## src/rtl/strobe_cfg_port.sv

```systemverilog
module strobe_cfg_port #(
  parameter int AW          = 3,
  parameter int DW          = 3,
  parameter int SYNC_STAGES = 2
) (
  input  logic                     clk,
  input  logic                     rst_n,
  input  logic [AW-1:0]            pin_addr,
  input  logic [DW-1:0]            pin_data,
  input  logic                     pin_strobe,
  output logic [(1<<AW)*DW-1:0]    cfg_flat,
  output logic                     wr_pulse,
  output logic [AW-1:0]            wr_index
);
  localparam int NREG = 1 << AW;
  localparam int LAST = SYNC_STAGES - 1;

  logic [SYNC_STAGES-1:0][AW-1:0] a_sync;
  logic [SYNC_STAGES-1:0][DW-1:0] d_sync;
  logic [SYNC_STAGES:0]           s_sync;
  logic [NREG-1:0][DW-1:0]        regs_q;
  logic                           rise;

  always_ff @(posedge clk or negedge rst_n) begin
    if (!rst_n) begin
      a_sync <= '0;
      d_sync <= '0;
      s_sync <= '1;
    end else begin
      a_sync <= {a_sync[SYNC_STAGES-2:0], pin_addr};
      d_sync <= {d_sync[SYNC_STAGES-2:0], pin_data};
      s_sync <= {s_sync[SYNC_STAGES-1:0], pin_strobe};
    end
  end

  assign rise = s_sync[LAST] & ~s_sync[SYNC_STAGES];

  always_ff @(posedge clk or negedge rst_n) begin
    if (!rst_n) begin
      regs_q   <= '0;
      wr_pulse <= 1'b0;
      wr_index <= '0;
    end else begin
      wr_pulse <= rise;
      if (rise) begin
        regs_q[a_sync[LAST]] <= d_sync[LAST];
        wr_index             <= a_sync[LAST];
      end
    end
  end

  assign cfg_flat = regs_q;

  AST_PULSE_SINGLE: assert property (@(posedge clk) disable iff (!rst_n)
    wr_pulse |=> !wr_pulse);
  AST_EDGE_FROM_LOW: assert property (@(posedge clk) disable iff (!rst_n)
    wr_pulse |-> !$past(s_sync[LAST], 2));
  AST_WRITE_VALUE: assert property (@(posedge clk) disable iff (!rst_n)
    wr_pulse |-> regs_q[wr_index] == $past(d_sync[LAST]));
  AST_WRITE_INDEX: assert property (@(posedge clk) disable iff (!rst_n)
    wr_pulse |-> wr_index == $past(a_sync[LAST]));

  for (genvar i = 0; i < NREG; i++) begin : g_keep
    AST_OTHERS_HOLD: assert property (@(posedge clk) disable iff (!rst_n)
      (!wr_pulse || wr_index != AW'(i)) |-> $stable(regs_q[i]));
  end
endmodule

```

## config.mk

```make
export PLATFORM = sky130hd
export DESIGN_NAME = strobe_cfg_port
export DESIGN_NICKNAME = d
export VERILOG_FILES = /design/src/rtl/strobe_cfg_port.sv
export SDC_FILE = /design/constraint.sdc
export NUM_CORES = 1
export LEC_CHECK = 0
export ABC_CLOCK_PERIOD_IN_PS = 2200
export CORE_MARGIN = 5
export CORE_UTILIZATION = 45
export CTS_CLUSTER_DIAMETER = 60
export DETAILED_ROUTE_END_ITERATION = 10
export DONT_BUFFER_PORTS = 1
export HOLD_SLACK_MARGIN = 0.06
export PLACE_DENSITY = 0.67
export RECOVER_POWER = 25
export SLEW_MARGIN = 25
export SYNTH_ARGS = -nofsm -noshare
export SYNTH_HDL_FRONTEND = slang
export SYNTH_SLANG_ARGS = --single-unit
```

## constraint.sdc

```tcl
create_clock -name clk -period 2.2 [get_ports clk]
set_clock_uncertainty 0.2 [all_clocks]
set_input_delay 0.22 -clock clk [delete_from_list [all_inputs] [get_ports clk]]
set_output_delay 0.22 -clock clk [all_outputs]
set_load 0.05 [all_outputs]
```

==> run_results.csv, run 1 <==
group,metric,value,unit
critical_path,crit_family,"flip-flops",
critical_path,path_buf_inv,0,
critical_path,critical_path_class,"register to register",
timing,period_needed,1.70,ns
drt,drtAntennaViolNets,0,
critical_path,crit_path_max_incr_delay,0.59,ns
floorplanning,dieArea,0.00459,sq mm
logic_synthesis,synth_seq_cells,43,
floorplanning,dieHeight,67.8,um
timing,setup_viol_count_final,0,
clock_tree,cts_inserted_buffers,5,
placement,portBuffers,0,
logic_synthesis,yosysSeqAreaShare,0.719,
drt,route.vias.total,721,
clock_tree,cts_tree,"built",
floorplanning,fp-row-count,21,
logic_synthesis,postSynthNetCount,94,
logic_synthesis,netlist_area,0.00150,sq mm
global_routing,gr-usage-all-layers,0.133,
timing,fin_crit_sh,0.775,
logic_synthesis,synth_top_cell_by_area,"dfrtp_1",
power,power_leakage,0.772,nW
finish,drive_above_1_share,0.431,
critical_path,required,2.24,ns
timing,slew_violations,0,
finish,areaGrowthSynthToFinish,15.3,%
clock_tree,clkSlewWorstSetupHoldPaths,0.12,ns
global_routing,grt_max_degree,44,
hold_path,holdCritPathClass,"register to register",
logic_synthesis,syn_area_per_cell,17.7,sq um
logic_synthesis,yosys_warnings,0,
critical_path,arrival,1.74,ns
timing,relSlewSlack,0.323,
placement,dp_slack,0.499,ns
global_routing,grt_pass1_wl,4170,um
logic_synthesis,ys_types,12,
timing,setup_ws,0.496,ns
clock_tree,cts-root-buf,"clkbuf_4",
placement,dpl.hpwl,1770,um
logic_synthesis,synth_cells,85,
critical_path,cp-end-kind,"register",
clock_tree,ctsLongestPathBuffers,2,
floorplanning,ios,37,
logic_synthesis,synthDominantCellAreaShare,0.667,
power,p_per_area,1190,mW/mm^2
run_status,status,"completed",
clock_tree,cts.htree.levels,2,
critical_path,crit_path_start_kind,"register",
global_routing,grt_pass1_vias,809,
clock_tree,insertion_delay,0.34,ns
drt,drt_iter0_drc,16,
floorplanning,start_util,0.457,
global_routing,antenna_found_initial,0,
timing,tightest_slew,1.02,ns
drt,wl_per_cell,17.2,um
floorplanning,coreArea,0.00328,sq mm
drt,post-route-drc-count,0,
power,ir_drop,0.000463,V
finish,fin_nets,110,
timing,final_hold_viol_count,0,
placement,place_congestion,0.685,
clock_tree,clock_sinks,43,
timing,tns,0,ns
floorplanning,die_w,67.8,um
timing,rsz0062_at_grt,"false",
critical_path,crit_slowest_cell,"dfstp_2",
finish,antennaDiodeCount,0,
drt,viasPerCell,4.87,
logic_synthesis,yosys-top-cells-area,"dfrtp_1 67%, mux2_2 19%, dfstp_2 5.3%",
global_routing,grt.overflow.total,0,
job,drv_cap,0,
critical_path,worstPathCellList,"nand3b_4 -> nor3b_2 -> mux2_2",
drt,dr.pass1.iters,2,
drt,wl,2550,um
power,total_power,2.05,mW
timing,fmax,587,MHz
critical_path,path_max_fanout,5,
## worst reg2reg max path, delay by kind of cell (launching register included)
family / cells / cell delay, ns
simple gates: 2 / 0.44
flops: 1 / 0.59
mux: 1 / 0.37
## logic make-up after synthesis
kind of cell,synth area share
DFF,0.719
buffers and inverters,0.00250
muxes,0.195
and+or+nand+nor,0.0833
## synthesized netlist by cell type (all sizes together)
cell type / count
dfrtp: 40
mux2: 26
nand2: 4
dfstp: 3
nand3b: 3
nor3b: 3
nand2b: 2
nor2: 2
inv: 1
nor3: 1
## per-layer routing
metal  global-route usage  wire, um
met3               0.0765       264
met1                0.139       895
met5                    0         0
met2                0.211      1340
met4               0.0684        51
## stage by stage
stage / utilization / instances / cell area [sq um] / hold WS [ns]
3_5_place_dp: 0.475 / 131 / 1560 / -0.274
2_1_floorplan: - / 85 / 1500 / -0.276
6_report: 0.527 / 148 / 1730 / 0.160
5_1_grt: 0.527 / 148 / 1730 / 0.166
3_3_place_gp: 0.475 / 131 / 1560 / -0.274
4_1_cts: 0.531 / 148 / 1750 / 0.102
## cell type report
cell class	instances	area, sq um
Clock inverter	2	35.0
Fill cell	280	1550
Sequential cell	43	1080
Tap cell	46	57.6
Inverter	1	3.75
Timing Repair Buffer	9	85.1
Clock buffer	6	51.3
Multi-Input combinational cell	41	418
## flip-flops by register name (all words and copies together) (netlist names)
name / count
d_sync: 6
s_sync: 3
cfg_flat: 24
a_sync: 6
wr_index: 3
wr_pulse: 1
## where the power goes
| part | internal (mW) | switching (mW) | total [mW] |
|---|---|---|---|
| Combinational | 0.0950 | 0.0498 | 0.145 |
| Sequential | 0.909 | 0.497 | 1.41 |
| Clock | 0.269 | 0.232 | 0.501 |
| Total | 1.27 | 0.779 | 2.05 |
## final timing paths
path / startpoint / endpoint / slack [ns] / cells after the start
min in group asynchronous: rst_n / a_sync[2] / 0.36 / 2
min: d_sync[0] / d_sync[3] / 0.16 / 0
max in group asynchronous: rst_n / cfg_flat[12] / 0.82 / 2
max reg2reg: s_sync[1] / cfg_flat[17] / 0.50 / 3
min reg2reg: d_sync[0] / d_sync[3] / 0.16 / 0
max: s_sync[1] / cfg_flat[17] / 0.50 / 3
## placed cells by master, fill, tap and decap left out
cell / n
clkinv_2: 1
inv_1: 1
clkbuf_4: 5
bufinv_16: 1
mux2_2: 26
clkbuf_2: 1
nand2_1: 4
nand3b_1: 2
dlygate4sd3_1: 8
dfstp_2: 3
nand2b_1: 1
nor3b_2: 3
nor2_1: 2
nand3b_4: 1
nand2b_4: 1
dfrtp_1: 40
clkbuf_8: 1
nor3_2: 1
## repair_timing
action,4_1_cts,5_1_grt
setup buffers,0,0
gates resized for setup,0,0
hold endpoints to repair,50,0
hold buffers,9,0
Note: power is estimated with default switching activity, not from simulation.
==> inputs of run 2 (changes only) <==
--- a/config.mk
+++ b/config.mk
@@ -5,14 +5,15 @@
 export SDC_FILE = /design/constraint.sdc
 export NUM_CORES = 1
 export LEC_CHECK = 0
-export ABC_CLOCK_PERIOD_IN_PS = 2200
+export ABC_AREA = 1
+export ABC_CLOCK_PERIOD_IN_PS = 1500
 export CORE_MARGIN = 5
 export CORE_UTILIZATION = 45
 export CTS_CLUSTER_DIAMETER = 60
 export DETAILED_ROUTE_END_ITERATION = 10
 export DONT_BUFFER_PORTS = 1
 export HOLD_SLACK_MARGIN = 0.06
-export PLACE_DENSITY = 0.67
+export PLACE_DENSITY = 0.69
 export RECOVER_POWER = 25
 export SLEW_MARGIN = 25
 export SYNTH_ARGS = -nofsm -noshare
==> constraint.sdc (replaced) <==
create_clock -name clk -period 1.5 [get_ports clk]
set_clock_uncertainty 0.2 [all_clocks]
set_input_delay 0.15 -clock clk [delete_from_list [all_inputs] [get_ports clk]]
set_output_delay 0.15 -clock clk [all_outputs]
set_load 0.05 [all_outputs]
==> run_results.csv, run 2 <==
group,metric,value,unit
run_status,status,"completed",
global_routing,grt_pass1_wl,5270,um
drt,wl_per_cell,13.8,um
logic_synthesis,synth_compound_area_frac,0.0342,
logic_synthesis,postSynthNetCount,161,
logic_synthesis,synth_cells,152,
timing,tightest_slew,0.517,ns
logic_synthesis,synth-xor-area-share,0,
critical_path,crit_path_start_kind,"register",
placement,dpl.hpwl,2130,um
global_routing,grt.overflow.total,0,
clock_tree,cts.htree.levels,2,
finish,layout_commonest_cell,"nand2_1",
placement,portBuffers,0,
logic_synthesis,synth_top_cell_by_area,"dfrtp_1",
floorplanning,ios,37,
global_routing,antenna_found_initial,0,
finish,final_cell_mix,"57 x nand2_1, 40 x dfrtp_1, 12 x nand3_1",
logic_synthesis,synthFlopType,"dfrtp_1",
critical_path,cp-end-kind,"register",
logic_synthesis,syn_area_per_cell,10.6,sq um
global_routing,grt_max_degree,44,
drt,drtAntennaViolNets,0,
finish,areaGrowthSynthToFinish,17.6,%
critical_path,crit_family,"flip-flops",
logic_synthesis,yosys.area_share.simple,0.256,
floorplanning,die_w,69.8,um
floorplanning,dieHeight,69.8,um
clock_tree,cts_inserted_buffers,5,
critical_path,cpMostUsedCell,"nand2_1",
floorplanning,dieArea,0.00488,sq mm
drt,wl,3040,um
finish,antennaDiodeCount,0,
floorplanning,coreArea,0.00339,sq mm
clock_tree,insertion_delay,0.35,ns
power,p_per_area,1520,mW/mm^2
timing,setup_viol_count_final,0,
logic_synthesis,synth_common_cells,"57 x nand2_1, 40 x dfrtp_1, 14 x nand3_1",
logic_synthesis,synth_fa_ha_area_frac,0,
placement,dp.cells,203,
finish,largest_reg_flops,24,
logic_synthesis,synth_edf_count,0,
clock_tree,clock_sinks,43,
logic_synthesis,yosys-top-cells-area,"dfrtp_1 62%, nand2_1 13%, dfstp_2 4.9%",
drt,dr.pass1.iters,4,
critical_path,critical_path_class,"register to register",
floorplanning,start_util,0.475,
drt,viasPerCell,4.80,
logic_synthesis,synth_seq_cells,43,
critical_path,arrival,1.50,ns
logic_synthesis,yosysMostFrequentCell,"nand2_1",
timing,fin_crit_sh,0.940,
logic_synthesis,ys_types,16,
logic_synthesis,async_flop_share,1.00,
clock_tree,ctsLongestPathBuffers,2,
critical_path,path_buf_inv,0,
clock_tree,cts_tree,"built",
drt,drt_iter0_drc,66,
critical_path,crit_path_max_incr_delay,0.60,ns
timing,fmax,709,MHz
clock_tree,cts-root-buf,"clkbuf_4",
timing,hold_ws,0.142,ns
job,drv_cap,0,
drt,post-route-drc-count,0,
placement,place_congestion,0.745,
global_routing,grt_pass1_vias,1134,
logic_synthesis,synthDominantCellAreaShare,0.621,
logic_synthesis,yosysSeqAreaShare,0.670,
global_routing,gr-usage-all-layers,0.136,
timing,relSlewSlack,0.655,
power,total_power,2.89,mW
finish,drive_above_1_share,0.240,
logic_synthesis,synth_mux_area_frac,0,
timing,rsz0062_at_grt,"true",
critical_path,path_max_fanout,14,
hold_path,holdCritPathClass,"primary input to register",
logic_synthesis,yosys_warnings,0,
critical_path,worstPathCellList,"nand3_4 -> nor2_1 -> nand2_1 -> nand2_1",
drt,route.vias.total,1060,
finish,layout.cells.non_filler,221,
power,power_leakage,0.925,nW
critical_path,required,1.59,ns
logic_synthesis,synth_top_family_by_area,"simple AND/OR/NAND/NOR gates",
logic_synthesis,netlist_area,0.00161,sq mm
clock_tree,post_cts_buffers,0,
finish,fin_nets,183,
timing,period_needed,1.41,ns
power,ir_drop,0.000760,V
floorplanning,fp-row-count,21,
clock_tree,clkSlewWorstSetupHoldPaths,0.11,ns
critical_path,crit_slowest_cell,"dfstp_2",
timing,final_hold_viol_count,0,
timing,slew_violations,0,
## run 2: final cells by class
cell class,count,area (sq um)
fillers,291,1490
flip-flops and latches,43,1080
multi-input cells,97,478
repair buffers,20,185
clock buffers,8,68.8
well taps,46,57.6
inverters,7,26.3
## run 2: final timing paths
| path | from | endpoint | slack, ns | cells past startpoint |
|---|---|---|---|---|
| setup / recovery | s_sync[1] | cfg_flat[4] | 0.09 | 4 |
| hold / removal | pin_strobe | s_sync[0] | 0.14 | 1 |
| setup reg to reg | s_sync[1] | cfg_flat[4] | 0.09 | 4 |
| hold reg to reg | d_sync[1] | d_sync[4] | 0.16 | 0 |
| max in group asynchronous | rst_n | s_sync[0] | 0.24 | 3 |
| min in group asynchronous | rst_n | d_sync[3] | 0.58 | 3 |
## run 2: kinds of logic (layout without fill, tap and decap cells)
| family | count (synthesis) | in the layout |
|---|---|---|
| AO/OA/AOI/OAI | 11 | 11 |
| flip-flops | 43 | 43 |
| AND/OR/NAND/NOR | 86 | 86 |
| buffers and inverters | 12 | 35 |
## run 2: where the power goes
group | internal, mW | leakage, nW | total [mW] | switching, mW
Combinational | 0.153 | 0.360 | 0.484 | 0.331
Sequential | 1.32 | 0.526 | 1.78 | 0.462
Clock | 0.276 | 0.0386 | 0.622 | 0.346
## run 2: worst register-to-register path: stages (launching register included)
cell	delay (ns)
dfstp_2	0.60
nand3_4	0.19
nor2_1	0.23
nand2_1	0.08
nand2_1	0.06
## run 2: repair_timing
action	in CTS	in global routing
hold buffers	10	0
resized for setup	0	2
endpoints found under the hold margin	50	0
setup endpoints to repair	0	4
## run 2: layer usage
layer | routed length (um) | track usage
met1 | 1280 | 0.162
met2 | 1480 | 0.219
met3 | 217 | 0.0493
met4 | 61 | 0.0574
met5 | 0 | 0
## run 2: metrics by stage
| stage | setup TNS (ns) | setup slack (ns) | util | cell area, sq um |
|---|---|---|---|---|
| 4_1_cts | 0 | 0.0639 | 0.556 | 1890 |
| 3_3_place_gp | 0 | 0.129 | 0.504 | 1710 |
| 6_report | 0 | 0.0896 | 0.559 | 1900 |
| 2_1_floorplan | 0 | 0.192 | - | 1610 |
| 3_5_place_dp | 0 | 0.0688 | 0.504 | 1710 |
| 5_1_grt | -0.0274 | -0.0252 | 0.559 | 1900 |
==> inputs of run 3 (changes only) <==
--- a/config.mk
+++ b/config.mk
@@ -6,7 +6,7 @@
 export NUM_CORES = 1
 export LEC_CHECK = 0
 export ABC_AREA = 1
-export ABC_CLOCK_PERIOD_IN_PS = 1500
+export ABC_CLOCK_PERIOD_IN_PS = 1150
 export CORE_MARGIN = 5
 export CORE_UTILIZATION = 45
 export CTS_CLUSTER_DIAMETER = 60
==> constraint.sdc (replaced) <==
create_clock -name clk -period 1.15 [get_ports clk]
set_clock_uncertainty 0.2 [all_clocks]
set_input_delay 0.115 -clock clk [delete_from_list [all_inputs] [get_ports clk]]
set_output_delay 0.115 -clock clk [all_outputs]
set_load 0.05 [all_outputs]
==> run_results.csv, run 3 (same netlist as run 2, synthesis figures left out) <==
group,metric,value,unit
run_status,status,"finished with violations",
run_status,violations,"negative hold slack, negative setup slack",
global_routing,grt_max_degree,44,
timing,setup_viol_count_final,56,
finish,post-route-util,0.707,
global_routing,grt_pass1_vias,1260,
clock_tree,cts.htree.levels,2,
drt,dr.pass1.iters,4,
power,ir_drop,0.00107,V
critical_path,r2r_slack,-0.33,ns
floorplanning,coreArea,0.00339,sq mm
clock_tree,cts_inserted_buffers,5,
global_routing,gr-usage-all-layers,0.150,
timing,hold_ws,-0.758,ns
clock_tree,insertion_delay,0.34,ns
drt,post-route-drc-count,0,
timing,rsz0062_at_grt,"true",
placement,dp_slack,-0.256,ns
global_routing,antenna_found_initial,0,
drt,wl,3510,um
drt,drtAntennaViolNets,0,
global_routing,grt.overflow.total,0,
timing,fin_crit_sh,1.29,
power,p_per_area,1900,mW/mm^2
finish,largest_reg_flops,24,
placement,portBuffers,0,
clock_tree,ctsHoldBuffers,7,
finish,final_cell_mix,"54 x nand2_1, 38 x dfrtp_1, 19 x buf_4",
finish,fin_nets,218,
timing,relSlewSlack,0.774,
hold_path,holdCritPathClass,"primary input to asynchronous set/reset pin",
timing,period_needed,1.48,ns
power,total_power,4.54,mW
drt,route.vias.total,1241,
floorplanning,start_util,0.475,
floorplanning,fp-row-count,21,
timing,slew_violations,0,
job,drv_cap,0,
clock_tree,clkSlewWorstSetupHoldPaths,0.12,ns
timing,tightest_slew,0.339,ns
floorplanning,dieArea,0.00488,sq mm
finish,layout_commonest_cell,"nand2_1",
drt,drt_iter0_drc,47,
critical_path,arrival,1.57,ns
timing,fmax,674,MHz
finish,drive_above_1_share,0.419,
clock_tree,cts-root-buf,"clkbuf_4",
placement,place_congestion,0.809,
drt,wl_per_cell,13.7,um
clock_tree,clock_sinks,43,
floorplanning,dieHeight,69.8,um
timing,setup_ws,-0.334,ns
placement,dpl.hpwl,2290,um
floorplanning,ios,37,
critical_path,required,1.24,ns
critical_path,critical_path_class,"register to register",
floorplanning,die_w,69.8,um
timing,final_hold_viol_count,43,
critical_path,path_max_fanout,6,
critical_path,crit_path_start_kind,"register",
finish,areaGrowthSynthToFinish,48.7,%
critical_path,cp-end-kind,"register",
global_routing,grt_pass1_wl,5790,um
power,power_leakage,1.17,nW
drt,viasPerCell,4.85,
clock_tree,ctsLongestPathBuffers,2,
clock_tree,cts_tree,"built",
finish,antennaDiodeCount,0,
run 3: through the flow:
stage,std cells,TNS [ns],hold slack [ns],cell area (sq um)
6_report,256,-9.45,-0.758,2400
5_1_grt,256,-12.64,-0.800,2400
4_1_cts,251,-8.66,-0.762,2330
3_5_place_dp,225,-5.30,-0.379,2010
3_3_place_gp,225,-4.05,-0.379,2010
2_1_floorplan,152,-3.49,-0.381,1610
run 3: worst paths after layout:
path                                  from      endpoint  cells past startpoint
worst max-delay path             s_sync[1]   cfg_flat[1]                      5
worst min-delay path                 rst_n  cfg_flat[20]                      0
worst max register to register   s_sync[1]   cfg_flat[1]                      5
worst min register to register   d_sync[1]     d_sync[4]                      0
max in group asynchronous            rst_n     s_sync[1]                      0
min in group clk                pin_strobe     s_sync[0]                      1
run 3: power breakdown:
group	internal (mW)	switching, mW	total [mW]
combinational	0.698	0.940	1.64
clock	0.514	0.464	0.978
sequential	1.73	0.200	1.93
run 3: final cells by class:
type | instances | area (sq um)
Inverter | 7 | 26.3
Tap cell | 46 | 57.6
Clock inverter | 2 | 35.0
Fill cell | 242 | 993
Sequential cell | 43 | 1080
Timing Repair Buffer | 54 | 624
Multi-Input combinational cell | 98 | 519
Clock buffer | 6 | 51.3
run 3: worst max-delay path: stages (launching register included):
cell and delay [ns]:
dfstp_2 0.61, buf_4 0.14, nand2_4 0.07, nor2_4 0.20, nand3_1 0.13, nand2_1 0.09
run 3: repair_timing:
| item | in CTS | in global routing |
|---|---|---|
| buffers inserted | 10 | 5 |
| cloned | 1 | 0 |
| setup endpoints to repair | 56 | 56 |
| gates resized for setup | 21 | 9 |
| pin swaps | 1 | 6 |
| endpoints found under the hold margin | 50 | 43 |
run 3: per-layer routing:
metal | GRT usage | share of wire
met1 | 0.174 | 0.40
met2 | 0.256 | 0.53
met3 | 0.0464 | 0.058
met4 | 0.0596 | 0.016
met5 | 0 | 0
